**src/rtl/pwm_dac_pkg.sv**
```systemverilog
package pwm_dac_pkg;
  // strobes from the control unit to the datapath
  typedef struct packed {
    logic advance; // step the period counter
    logic reload;  // copy duty registers into working copies
  } pwmStrobe_t;
endpackage

```
**src/rtl/pwm_dac_ctrl.sv**
```systemverilog
module pwm_dac_ctrl
  import pwm_dac_pkg::*;
(
  input  logic       tickEn,
  input  logic       atLast,
  output pwmStrobe_t strobe
);
  always_comb begin
    strobe.advance = tickEn;
    // the wrap tick doubles as the update point
    strobe.reload  = tickEn && atLast;
  end
endmodule

```
**src/rtl/pwm_dac_regs.sv**
```systemverilog
module pwm_dac_regs #(
  parameter int NUM_CH = 14,
  parameter int DATA_W = 8,
  parameter int ADDR_W = 4,
  parameter logic [DATA_W-1:0] RESET_VAL = 8'h80
) (
  input  logic                     clk,
  input  logic                     rstN,
  input  logic                     regWe,
  input  logic [ADDR_W-1:0]        regAddr,
  input  logic [DATA_W-1:0]        regWdata,
  output logic [DATA_W-1:0]        regRdata,
  output logic [NUM_CH*DATA_W-1:0] dutyFlat
);
  for (genvar i = 0; i < NUM_CH; i++) begin : g_reg
    logic hit;
    assign hit = regWe && (regAddr == ADDR_W'(i));
    always_ff @(posedge clk) begin
      if (!rstN)    dutyFlat[i*DATA_W +: DATA_W] <= RESET_VAL;
      else if (hit) dutyFlat[i*DATA_W +: DATA_W] <= regWdata;
    end
  end

  always_comb begin
    regRdata = '0;
    for (int i = 0; i < NUM_CH; i++) begin
      if (regAddr == ADDR_W'(i)) regRdata = dutyFlat[i*DATA_W +: DATA_W];
    end
  end
endmodule

```
**src/rtl/pwm_dac_datapath.sv**
```systemverilog
module pwm_dac_datapath
  import pwm_dac_pkg::*;
#(
  parameter int NUM_CH = 14,
  parameter int OD_CH  = 8,
  parameter int DATA_W = 8,
  parameter logic [DATA_W-1:0] RESET_VAL = 8'h80,
  localparam int PP_CH = NUM_CH - OD_CH
) (
  input  logic                     clk,
  input  logic                     rstN,
  input  pwmStrobe_t               strobe,
  input  logic [NUM_CH*DATA_W-1:0] dutyFlat,
  output logic                     atLast,
  output logic [DATA_W-1:0]        cnt,
  output logic [NUM_CH*DATA_W-1:0] shadowFlat,
  output logic [NUM_CH-1:0]        levelVec,
  output logic [OD_CH-1:0]         odPullLow,
  output logic [PP_CH-1:0]         ppLevel
);
  always_ff @(posedge clk) begin
    if (!rstN)               cnt <= '0;
    else if (strobe.advance) cnt <= cnt + DATA_W'(1);
  end

  assign atLast = (cnt == {DATA_W{1'b1}});

  for (genvar i = 0; i < NUM_CH; i++) begin : g_ch
    always_ff @(posedge clk) begin
      if (!rstN)              shadowFlat[i*DATA_W +: DATA_W] <= RESET_VAL;
      else if (strobe.reload) shadowFlat[i*DATA_W +: DATA_W] <= dutyFlat[i*DATA_W +: DATA_W];
    end
    // high while count below duty; a zero duty never goes high
    assign levelVec[i] = (cnt < shadowFlat[i*DATA_W +: DATA_W]);
  end

  assign odPullLow = ~levelVec[OD_CH-1:0];
  assign ppLevel   = levelVec[NUM_CH-1:OD_CH];
endmodule

```
**src/rtl/pwm_dac_bank.sv**
```systemverilog
module pwm_dac_bank
  import pwm_dac_pkg::*;
#(
  parameter int NUM_CH = 14,
  parameter int OD_CH  = 8,
  parameter int DATA_W = 8,
  parameter int ADDR_W = 4,
  parameter logic [DATA_W-1:0] RESET_DUTY = 8'h80
) (
  input  logic                      clk,
  input  logic                      rstN,
  input  logic                      tickEn,
  input  logic                      regWe,
  input  logic [ADDR_W-1:0]         regAddr,
  input  logic [DATA_W-1:0]         regWdata,
  output logic [DATA_W-1:0]         regRdata,
  output logic [OD_CH-1:0]          odPullLow,
  output logic [NUM_CH-OD_CH-1:0]   ppLevel
);
  pwmStrobe_t               strobe;
  logic                     atLast;
  logic [DATA_W-1:0]        cnt;
  logic [NUM_CH*DATA_W-1:0] dutyFlat;
  logic [NUM_CH*DATA_W-1:0] shadowFlat;
  logic [NUM_CH-1:0]        levelVec;

  pwm_dac_ctrl u_ctrl (
    .tickEn (tickEn),
    .atLast (atLast),
    .strobe (strobe)
  );

  pwm_dac_regs #(
    .NUM_CH(NUM_CH), .DATA_W(DATA_W), .ADDR_W(ADDR_W), .RESET_VAL(RESET_DUTY)
  ) u_regs (
    .clk      (clk),
    .rstN     (rstN),
    .regWe    (regWe),
    .regAddr  (regAddr),
    .regWdata (regWdata),
    .regRdata (regRdata),
    .dutyFlat (dutyFlat)
  );

  pwm_dac_datapath #(
    .NUM_CH(NUM_CH), .OD_CH(OD_CH), .DATA_W(DATA_W), .RESET_VAL(RESET_DUTY)
  ) u_dp (
    .clk        (clk),
    .rstN       (rstN),
    .strobe     (strobe),
    .dutyFlat   (dutyFlat),
    .atLast     (atLast),
    .cnt        (cnt),
    .shadowFlat (shadowFlat),
    .levelVec   (levelVec),
    .odPullLow  (odPullLow),
    .ppLevel    (ppLevel)
  );
endmodule

```
**config.mk**
```make
export PLATFORM = sky130hd
export DESIGN_NAME = pwm_dac_bank
export DESIGN_NICKNAME = d
export VERILOG_FILES = /design/src/rtl/pwm_dac_pkg.sv /design/src/rtl/pwm_dac_ctrl.sv /design/src/rtl/pwm_dac_regs.sv /design/src/rtl/pwm_dac_datapath.sv /design/src/rtl/pwm_dac_bank.sv
export SDC_FILE = /design/constraint.sdc
export NUM_CORES = 1
export LEC_CHECK = 0
export BUFFER_PORTS_ARGS = -buffer_cell sky130_fd_sc_hd__buf_2
export CAP_MARGIN = 0
export CORE_MARGIN = 4
export CORE_UTILIZATION = 30
export CTS_CLUSTER_SIZE = 8
export DETAILED_ROUTE_END_ITERATION = 10
export PLACE_DENSITY = 0.5
export REMOVE_ABC_BUFFERS = 1
export SETUP_SLACK_MARGIN = 0.2
export SYNTH_ARGS = -nofsm -noshare
export SYNTH_HDL_FRONTEND = slang
export SYNTH_HIERARCHICAL = 1
export SYNTH_SLANG_ARGS = --single-unit
```
**constraint.sdc**
```tcl
create_clock -name clk -period 2.1 [get_ports clk]
set_input_delay 0.21 -clock clk [delete_from_list [all_inputs] [get_ports clk]]
set_output_delay 0.21 -clock clk [all_outputs]
set_load 0.1 [all_outputs]
```
==> results.md, run 1 <==
- Class of the most critical setup path: reg -> out
- CTS max path bufs: 3
- Max FO, Critical Path: 2
- WL per Instance: between 20 and 25 um
- Placed Area: between 10,000 and 15,000 um^2
- Clock transition at path regs: 0.05 ns
- Die Span Y: 213.7 um
- Hold Crit Endpoint: u_dp/cnt[1]$_SDFFE_PN0P_
- Initial DRC count: 568
- Actual slew at the worst max-slew pin: roughly 0.58 ns
- I/O Buffers: 37
- Die footprint: approximately 46,000 um^2
- Antenna violations before repair: 3
- Setup ws final: -0.2101 ns
- Drt drc: 0
- Setup_tns: -4.334 ns
- GPL Wtd Cong: approximately 0.91
- Starting Density: 0.3033
- Violated checks: setup timing
- Critical path startpoint category: register
- Clk_lat worst skew: 0.51 ns
- Reg2reg end: u_dp/shadowFlat[65]$_SDFFE_PN0P_
- Synth Area per Inst: 9.100 um^2
- R2R cell count: 15
- Slew Limit Fails: 0
- Pre-CTS setup slack: -0.2731 ns
- All-Layer GR Usage: 0.1832
- Hold_buf cts: 0
- Clock sinks: around 230
- TritonRoute pass-1 iters: 5
- Rel. slew slack: 0.6163
- CP arrival: 2.10 ns
- Core area: 41,850 um^2
- Num rows: 75
- Status: complete, but fails checks
- Final-report setup violation count: 49
- Yosys warns: 6
- PD cells: 602.7 nW/um^2
- Dpl hpwl: 28.28 mm
- H-Tree Depth: 2
- RR Startpoint: u_dp/cnt[6]$_SDFFE_PN0P_
- Worst Setup End Kind: output port
- Worst path required time: 1.89 ns
- Maximum vdd ir drop: between 0.4 and 0.5 mV
- RSZ-0062 raised after global routing: yes
- Synthesized cell area: 12,690 um^2
- Critical Path Source: u_regs/dutyFlat[13]$_SDFFE_PN0P_
- Drt total wl: 42.62 mm
- Die X: 213.7 um
- Clock Tree Root: clkbuf_16
- CTS tree: built
- Final-report hold violation count: 0
- GRT Residual Overflow: 0
- Max-cap violations: 0
- Worst Hold Path Cells: 3
- Final period util: 1.100
- DR vias: 10,500
- Flop2flop setup slack: -0.12 ns
- Fin area: between 15,000 and 20,000 um^2
- Num ports: 38
- Global-route wire length before repair: 63.96 mm
- Power Total: 10.50 mW
- Clock Skews: 0.01827 ns
- Routed Antenna Nets: 0
- Share of cells above drive strength 1: 0.2939
- Synthesized instance count: around 1,400
- Worst Min Path Start: tickEn
- Pin count of the biggest net entering global routing: 122
- Nets: 1,650
- Vias in the first global route: around 10,000
- Vias per cell: ~5
- Tmin final: 2.310 ns
- CTS Buf Count: 35
- Cell leakage power: 6.391 nW
- Area grow syn2layout: 37.24%
- Worst Hold Class: in -> reg
- Placed insts: between 1,500 and 2,000
- F_max: about 430 MHz
- Cell Count, Final, Fillers Out: approximately 2,100
repair_timing:
| item | in CTS | in global routing |
|---|---|---|
| resized for setup | 254 | 96 |
| setup endpoints to repair | 67 | 134 |
| pin swaps | 69 | 35 |
| cloned | 7 | 4 |
| setup buffers | 40 | 14 |
layout make-up:
type / instances / area [um^2]
antenna: 2 / 5.005
clock buffer: 37 / 914.6
clock inverter: 3 / 33.78
fill: 4021 / 24430
inverter: 102 / 382.9
multi-input combinational: 974 / 8280
sequential: 232 / 4752
tap: 539 / 674.4
timing repair buffer: 190 / 2379
flip-flops by register name, indices dropped and copies added (netlist names):
register / count
u_dp/cnt: 8
u_regs/dutyFlat: 112
u_dp/shadowFlat: 112
layer usage:
layer  share of wire  wire, um  track usage
met1            0.48     20270       0.2556
met2            0.46     19750       0.3013
met3           0.035      1496      0.02385
met4           0.025      1082      0.04723
met5         0.00045        19            0
power by group:
group	leakage (nW)	internal, mW	switching, mW	total, mW
clock	0.466	3.06	1.93	4.99
sequential	1.89	4.43	0.0395	4.47
combinational	4.03	0.408	0.635	1.04
worst max-delay path by stage:
stage	to	slack [ns]	depth (start not counted)
2_1_floorplan	u_dp/shadowFlat[103]$_SDFFE_PN1P_	-3.24	5
4_1_cts	ppLevel[5]	-0.23	8
3_5_place_dp	regRdata[5]	-0.27	8
3_3_place_gp	regRdata[5]	-0.30	8
6_report	regRdata[5]	-0.21	7
5_1_grt	ppLevel[5]	-0.28	8
layout by cell type, fill, tap and decap left out, drive strengths merged, types with 7 or more instances in the layout:
master,n
mux2i,170
buf,184
dfxtp,232
a21o,30
nor2b,159
ha,99
nand3,42
a31oi,11
o211ai,22
a21oi,38
nand2b,16
nor3,10
clkbuf,43
nor2,31
a21boi,51
and3,9
o22ai,7
nand2,143
o21ai,61
inv,103
a221oi,11
mux2,8
stage by stage:
stage,utilization,hold WS (ns)
final,0.4163,0.1064
after global routing,0.4163,0.1758
after CTS,0.4009,0.08375
after detailed placement,0.3376,0.4769
after global placement,0.3376,0.4746
after floorplan,-,0.2719
worst max-delay path, stage by stage (launching register included):
cell and delay, ns:
dfxtp_2 0.33, mux2_4 0.29, a221oi_4 0.30, o22ai_2 0.11
a21oi_2 0.18, a21oi_4 0.10, buf_6 0.13, buf_12 0.15
Power figures use the tool's default switching activity.
==> run 2: changes to the inputs <==
--- a/config.mk
+++ b/config.mk
@@ -11,6 +11,7 @@
 export CORE_UTILIZATION = 30
 export CTS_CLUSTER_SIZE = 8
 export DETAILED_ROUTE_END_ITERATION = 10
+export MAX_ROUTING_LAYER = met4
 export PLACE_DENSITY = 0.5
 export REMOVE_ABC_BUFFERS = 1
 export SETUP_SLACK_MARGIN = 0.2
==> results.md, run 2 (synthesized netlist as in run 1, its figures left out) <==
- Status: complete, but fails checks
- Violated checks: setup timing
- Busiest grt layer: met2
- Tmin final: 2.382 ns
- Routed Antenna Nets: 0
- Worst Setup End Kind: output port
- Setup_tns: -3.014 ns
- Maximum vdd ir drop: 0.4038 mV
- CP Buf/Inv Count: 3
- Rel. slew slack: 0.6361
- Clk_lat worst skew: between 0.5 and 0.6 ns
- WL per Instance: 20.89 um
- Clock transition at path regs: 0.05 ns
- Clock Tree Root: clkbuf_16
- Slowest stage cell, crit path: dfxtp_4
- Clock sinks: 232
- Crit-path cells: mux2_4 > a221oi_2 > buf_4 > o22ai_2 > a21oi_2 > a21oi_4 > buf_6 > buf_12
- Slew Limit Fails: 0
- Critical path's top delay family: compound AO/OA/AOI/OAI gates
- DR vias: 10,420
- Initial DRC count: around 730
- Global-route wire length before repair: 65.29 mm
- Class of the most critical setup path: reg -> out
- Starting Density: 0.3033
- All-Layer GR Usage: 0.1944
- Num rows: 75
- Actual slew at the worst max-slew pin: around 0.55 ns
- GRT met3 Usage: 0.02604
- Cell leakage power: 6.491 nW
- Vias in the first global route: between 10,000 and 15,000
- Final period util: 1.134
- Drt total wl: ~44 mm
- Met2 Use GR: 0.3151
- Fin util: 0.4225
- PD cells: approximately 600 nW/um^2
- Core area: between 40,000 and 50,000 um^2
- GPL Wtd Cong: 0.9150
- Final-report setup violation count: 20
- Max-cap violations: 0
- Nets: 1,663
- Met1 Resource Use GR: 0.2616
- Worst path required time: 1.89 ns
- Num ports: 38
- GRT Residual Overflow: 0
- Fill cell count: 4,025
- Placed insts: 1,971
- Antenna violations before repair: 2
- Clock Skews: 0.01761 ns
- Regs by FF count: u_dp/shadowFlat x112, u_regs/dutyFlat x112, u_dp/cnt x8
- Max FO, Critical Path: 2
- Max incr delay on CP: between 0.3 and 0.4 ns
- Flop2flop setup slack: 0.01 ns
- Die Span Y: 213.7 um
- CTS max path bufs: 3
- Drt drc: 0
- TritonRoute pass-1 iters: 4
- Power Total: 10.65 mW
- Worst Hold Class: in -> reg
- Vias per cell: 4.977
- Share of cells above drive strength 1: 0.3071
- Pin count of the biggest net entering global routing: between 70 and 80
- Hold_buf cts: 0
- CP arrival: 2.17 ns
- Area grow syn2layout: 39.29%
- Most frequent cells in the layout: dfxtp_1 (182), mux2i_1 (167), nor2b_1 (157), nand2_1 (133), inv_1 (101)
- I/O Buffers: 37
- CTS tree: built
- Dpl hpwl: about 29 mm
- Cell Count, Final, Fillers Out: around 2,100
- H-Tree Depth: 2
- Critical path startpoint category: register
- CTS Buf Count: 35
- Most common cell after layout, fill and taps aside: dfxtp_1
- RSZ-0062 raised after global routing: yes
- Die X: 213.7 um
- Setup ws final: -0.2818 ns
- Die footprint: about 46,000 um^2
- F_max: 419.9 MHz
- Final-report hold violation count: 0
run 2: stage by stage:
stage	hold slack [ns]	worst slack, ns	area (um^2)
finish	0.08462	-0.2818	17680
global route	0.1157	-0.3438	17680
CTS	0.07746	-0.2832	17060
detailed placement	0.4833	-0.2852	14190
global placement	0.4746	-0.3066	14190
floorplan	0.2719	-3.241	12180
run 2: routing by layer:
metal | vias up | wire, um
met2 | 184 | 20940
li1 | 5115 | -
met4 | 0 | 636
met3 | 49 | 1591
met1 | 5068 | 20550
met5 | - | 0
run 2: worst paths after layout:
path,to,cells past startpoint,startpoint
max,regRdata[5],8,u_regs/dutyFlat[45]$_SDFFE_PN0P_
min,u_regs/dutyFlat[55]$_SDFFE_PN1P_,2,rstN
max reg2reg,u_dp/shadowFlat[65]$_SDFFE_PN0P_,12,u_dp/cnt[6]$_SDFFE_PN0P_
min reg2reg,u_dp/shadowFlat[111]$_SDFFE_PN1P_,2,u_regs/dutyFlat[111]$_SDFFE_PN1P_
run 2: final cells by class:
type / count / area (um^2) / share of cell area
multi-input cells: 974 / 8308 / 0.4699
well taps: 539 / 674.4 / 0.03814
inverters: 102 / 382.9 / 0.02165
repair buffers: 203 / 2589 / 0.1464
clock buffers: 41 / 940.9 / 0.05321
flip-flops and latches: 232 / 4755 / 0.2689
diodes: 1 / 2.502 / 0.0001415
clock inverters: 1 / 30.03 / 0.001698
run 2: timing repair:
item	CTS	global route
pin swaps	83	48
endpoints found under the setup margin	66	126
resized for setup	273	76
cloned	9	5
buffers inserted	44	21
run 2: where the power goes:
group | switching (mW) | internal (mW)
Combinational | 0.639 | 0.412
Clock | 1.92 | 3.22
Sequential | 0.0403 | 4.42
==> run 3: changes to the inputs <==
--- a/config.mk
+++ b/config.mk
@@ -12,7 +12,7 @@
 export CTS_CLUSTER_SIZE = 8
 export DETAILED_ROUTE_END_ITERATION = 10
 export MAX_ROUTING_LAYER = met4
-export PLACE_DENSITY = 0.5
+export PLACE_DENSITY = 0.52
 export REMOVE_ABC_BUFFERS = 1
 export SETUP_SLACK_MARGIN = 0.2
 export SYNTH_ARGS = -nofsm -noshare
==> constraint.sdc (replaced) <==
create_clock -name clk -period 2 [get_ports clk]
set_input_delay 0.3 -clock clk [delete_from_list [all_inputs] [get_ports clk]]
set_output_delay 0.3 -clock clk [all_outputs]
set_load 0.1 [all_outputs]
==> results.md, run 3 (synthesized netlist as in run 1, its figures left out) <==
- Share of cells above drive strength 1: 0.2989
- Vias in the first global route: 10,220
- Rel. slew slack: 0.6528
- Most frequent cells in the layout: dfxtp_1 (184), mux2i_1 (164), nor2b_1 (155), nand2_1 (131), buf_4 (117)
- Dpl hpwl: just under 30 mm
- All-Layer GR Usage: 0.1872
- Pin count of the biggest net entering global routing: 70
- Switching share of power: 0.2448
- Regs by FF count: u_dp/shadowFlat x112, u_regs/dutyFlat x112, u_dp/cnt x8
- Seq pwr share: 0.422
- PD cells: 635.2 nW/um^2
- Max FO, Critical Path: 6
- Drt total wl: 42.49 mm
- Final-report setup violation count: 22
- Clock Tree Root: clkbuf_16
- Num ports: 38
- Class of the most critical setup path: reg -> out
- CP arrival: between 2 and 2.5 ns
- GRT Residual Overflow: 0
- WL met2: 20.00 mm
- Pre-CTS setup slack: -0.5103 ns
- WL met1: 20.27 mm
- Die footprint: ~46,000 um^2
- Final-report hold violation count: 0
- Worst path required time: 1.70 ns
- GPL Wtd Cong: 0.9149
- RSZ-0062 raised after global routing: yes
- Clock sinks: 232
- Die X: 213.7 um
- Clock Skews: roughly 0.011 ns
- Starting Density: 0.3033
- Die Span Y: 213.7 um
- Violated checks: setup timing
- Clock power share: 0.470
- Combinational Power Share: 0.108
- Max-cap violations: 0
- Slew Limit Fails: 0
- Hold_buf cts: 0
- Nets: 1,688
- Initial DRC count: 629
- Critical path startpoint category: register
- Vias per cell: ~5
- Cell leakage power: roughly 6.6 nW
- CTS Buf Count: 35
- Clk_lat worst skew: ~0.5 ns
- Actual slew at the worst max-slew pin: 0.5208 ns
- Worst Hold Class: in -> reg
- CTS max path bufs: 3
- Core area: about 42,000 um^2
- Num rows: 75
- Final period util: 1.218
- Pint: 8.404 mW
- DR vias: 10,510
- WL met3: 1.513 mm
- Power Total: 11.13 mW
- WL per Instance: 20.07 um
- Clock transition at path regs: 0.05 ns
- Status: complete, but fails checks
- Antenna violations before repair: 3
- Maximum vdd ir drop: 0.3696 mV
- Routed Antenna Nets: 0
- Tmin final: around 2.4 ns
- CTS tree: built
- Setup ws final: -0.4356 ns
- I/O Buffers: 37
- H-Tree Depth: 2
- Most common cell after layout, fill and taps aside: dfxtp_1
- TritonRoute pass-1 iters: 5
- Drt drc: 0
- Worst Setup End Kind: output port
- Global-route wire length before repair: 63.49 mm
- Switching pwr: 2.725 mW
- Top Metal Used: met4
- F_max: ~410 MHz
- Area grow syn2layout: 38.01%
## run 3: cell types whose count changed in the layout (fill, tap and decap cells not counted), moves of 4 or more
cell     before  now
dfxtp_4      19   14
buf_4        83  117
o21ai_2      12    6
buf_8         8   16
a21oi_1      12   16
buf_6        33   23
ha_1         48   68
ha_4         51   31
a21oi_2      21   17
## run 3: metal layers
metal / up-vias / global-route usage
met5: - / -
met4: 0 / 0.04017
met3: 54 / 0.02151
met2: 196 / 0.3017
met1: 5086 / 0.2554
li1: 5174 / -
## run 3: layout make-up
| class | instances | area (um^2) |
|---|---|---|
| Antenna cell | 2 | 5.005 |
| Clock buffer | 39 | 933.4 |
| Clock inverter | 1 | 8.758 |
| Fill cell | 4017 | 24330 |
| Inverter | 102 | 385.4 |
| Multi-Input combinational cell | 974 | 8036 |
| Sequential cell | 232 | 4740 |
| Tap cell | 539 | 674.4 |
| Timing Repair Buffer | 228 | 2736 |
## run 3: power by group through the flow
stage | sequential [mW] | clock [mW] | combinational, mW
finish | 4.70 | 5.23 | 1.20
global route | 4.69 | 5.55 | 1.27
CTS | 4.70 | 5.34 | 1.17
detailed placement | 4.80 | 0 | 1.05
global placement | 4.80 | 0 | 1.05
floorplan | 4.79 | 0 | 0.466
## run 3: what timing repair did
item | 4_1_cts | 5_1_grt
endpoints found under the setup margin | 114 | 127
setup buffers | 37 | 15
pin swaps | 65 | 41
gates cloned | 8 | 2
hold endpoints to repair | 0 | 0
gates resized for setup | 206 | 97
## run 3: worst paths after layout
| check | startpoint | end | slack (ns) | cells after the start |
|---|---|---|---|---|
| max | u_dp/cnt[6]$_SDFFE_PN0P_ | ppLevel[4] | -0.44 | 6 |
| min | rstN | u_dp/shadowFlat[71]$_SDFFE_PN1P_ | 0.18 | 2 |
| max reg2reg | u_dp/cnt[0]$_SDFFE_PN0P_ | u_dp/shadowFlat[21]$_SDFFE_PN0P_ | 0.03 | 12 |
| min reg2reg | u_regs/dutyFlat[28]$_SDFFE_PN0P_ | u_regs/dutyFlat[28]$_SDFFE_PN0P_ | 0.49 | 2 |
## run 3: through the flow
stage | area, um^2 | util | cells | TNS, ns | hold slack [ns]
after CTS | 16940 | 0.4048 | 2098 | -7.629 | 0.1581
final | 17520 | 0.4186 | 2117 | -7.392 | 0.1822
after global placement | 14550 | 0.3477 | 2013 | -3.007 | 0.4736
after floorplan | 12180 | - | 1308 | -395.96 | 0.3619
after global routing | 17520 | 0.4186 | 2117 | -8.994 | 0.1906
after detailed placement | 14550 | 0.3477 | 2013 | -3.503 | 0.4813
## run 3: worst max-delay path, stage by stage, from the launching register on
cell and delay, ns:
dfxtp_4 0.41, buf_12 0.19, ha_4 0.23, a21o_1 0.16, a221oi_2 0.25, o21a_1 0.20
buf_12 0.18
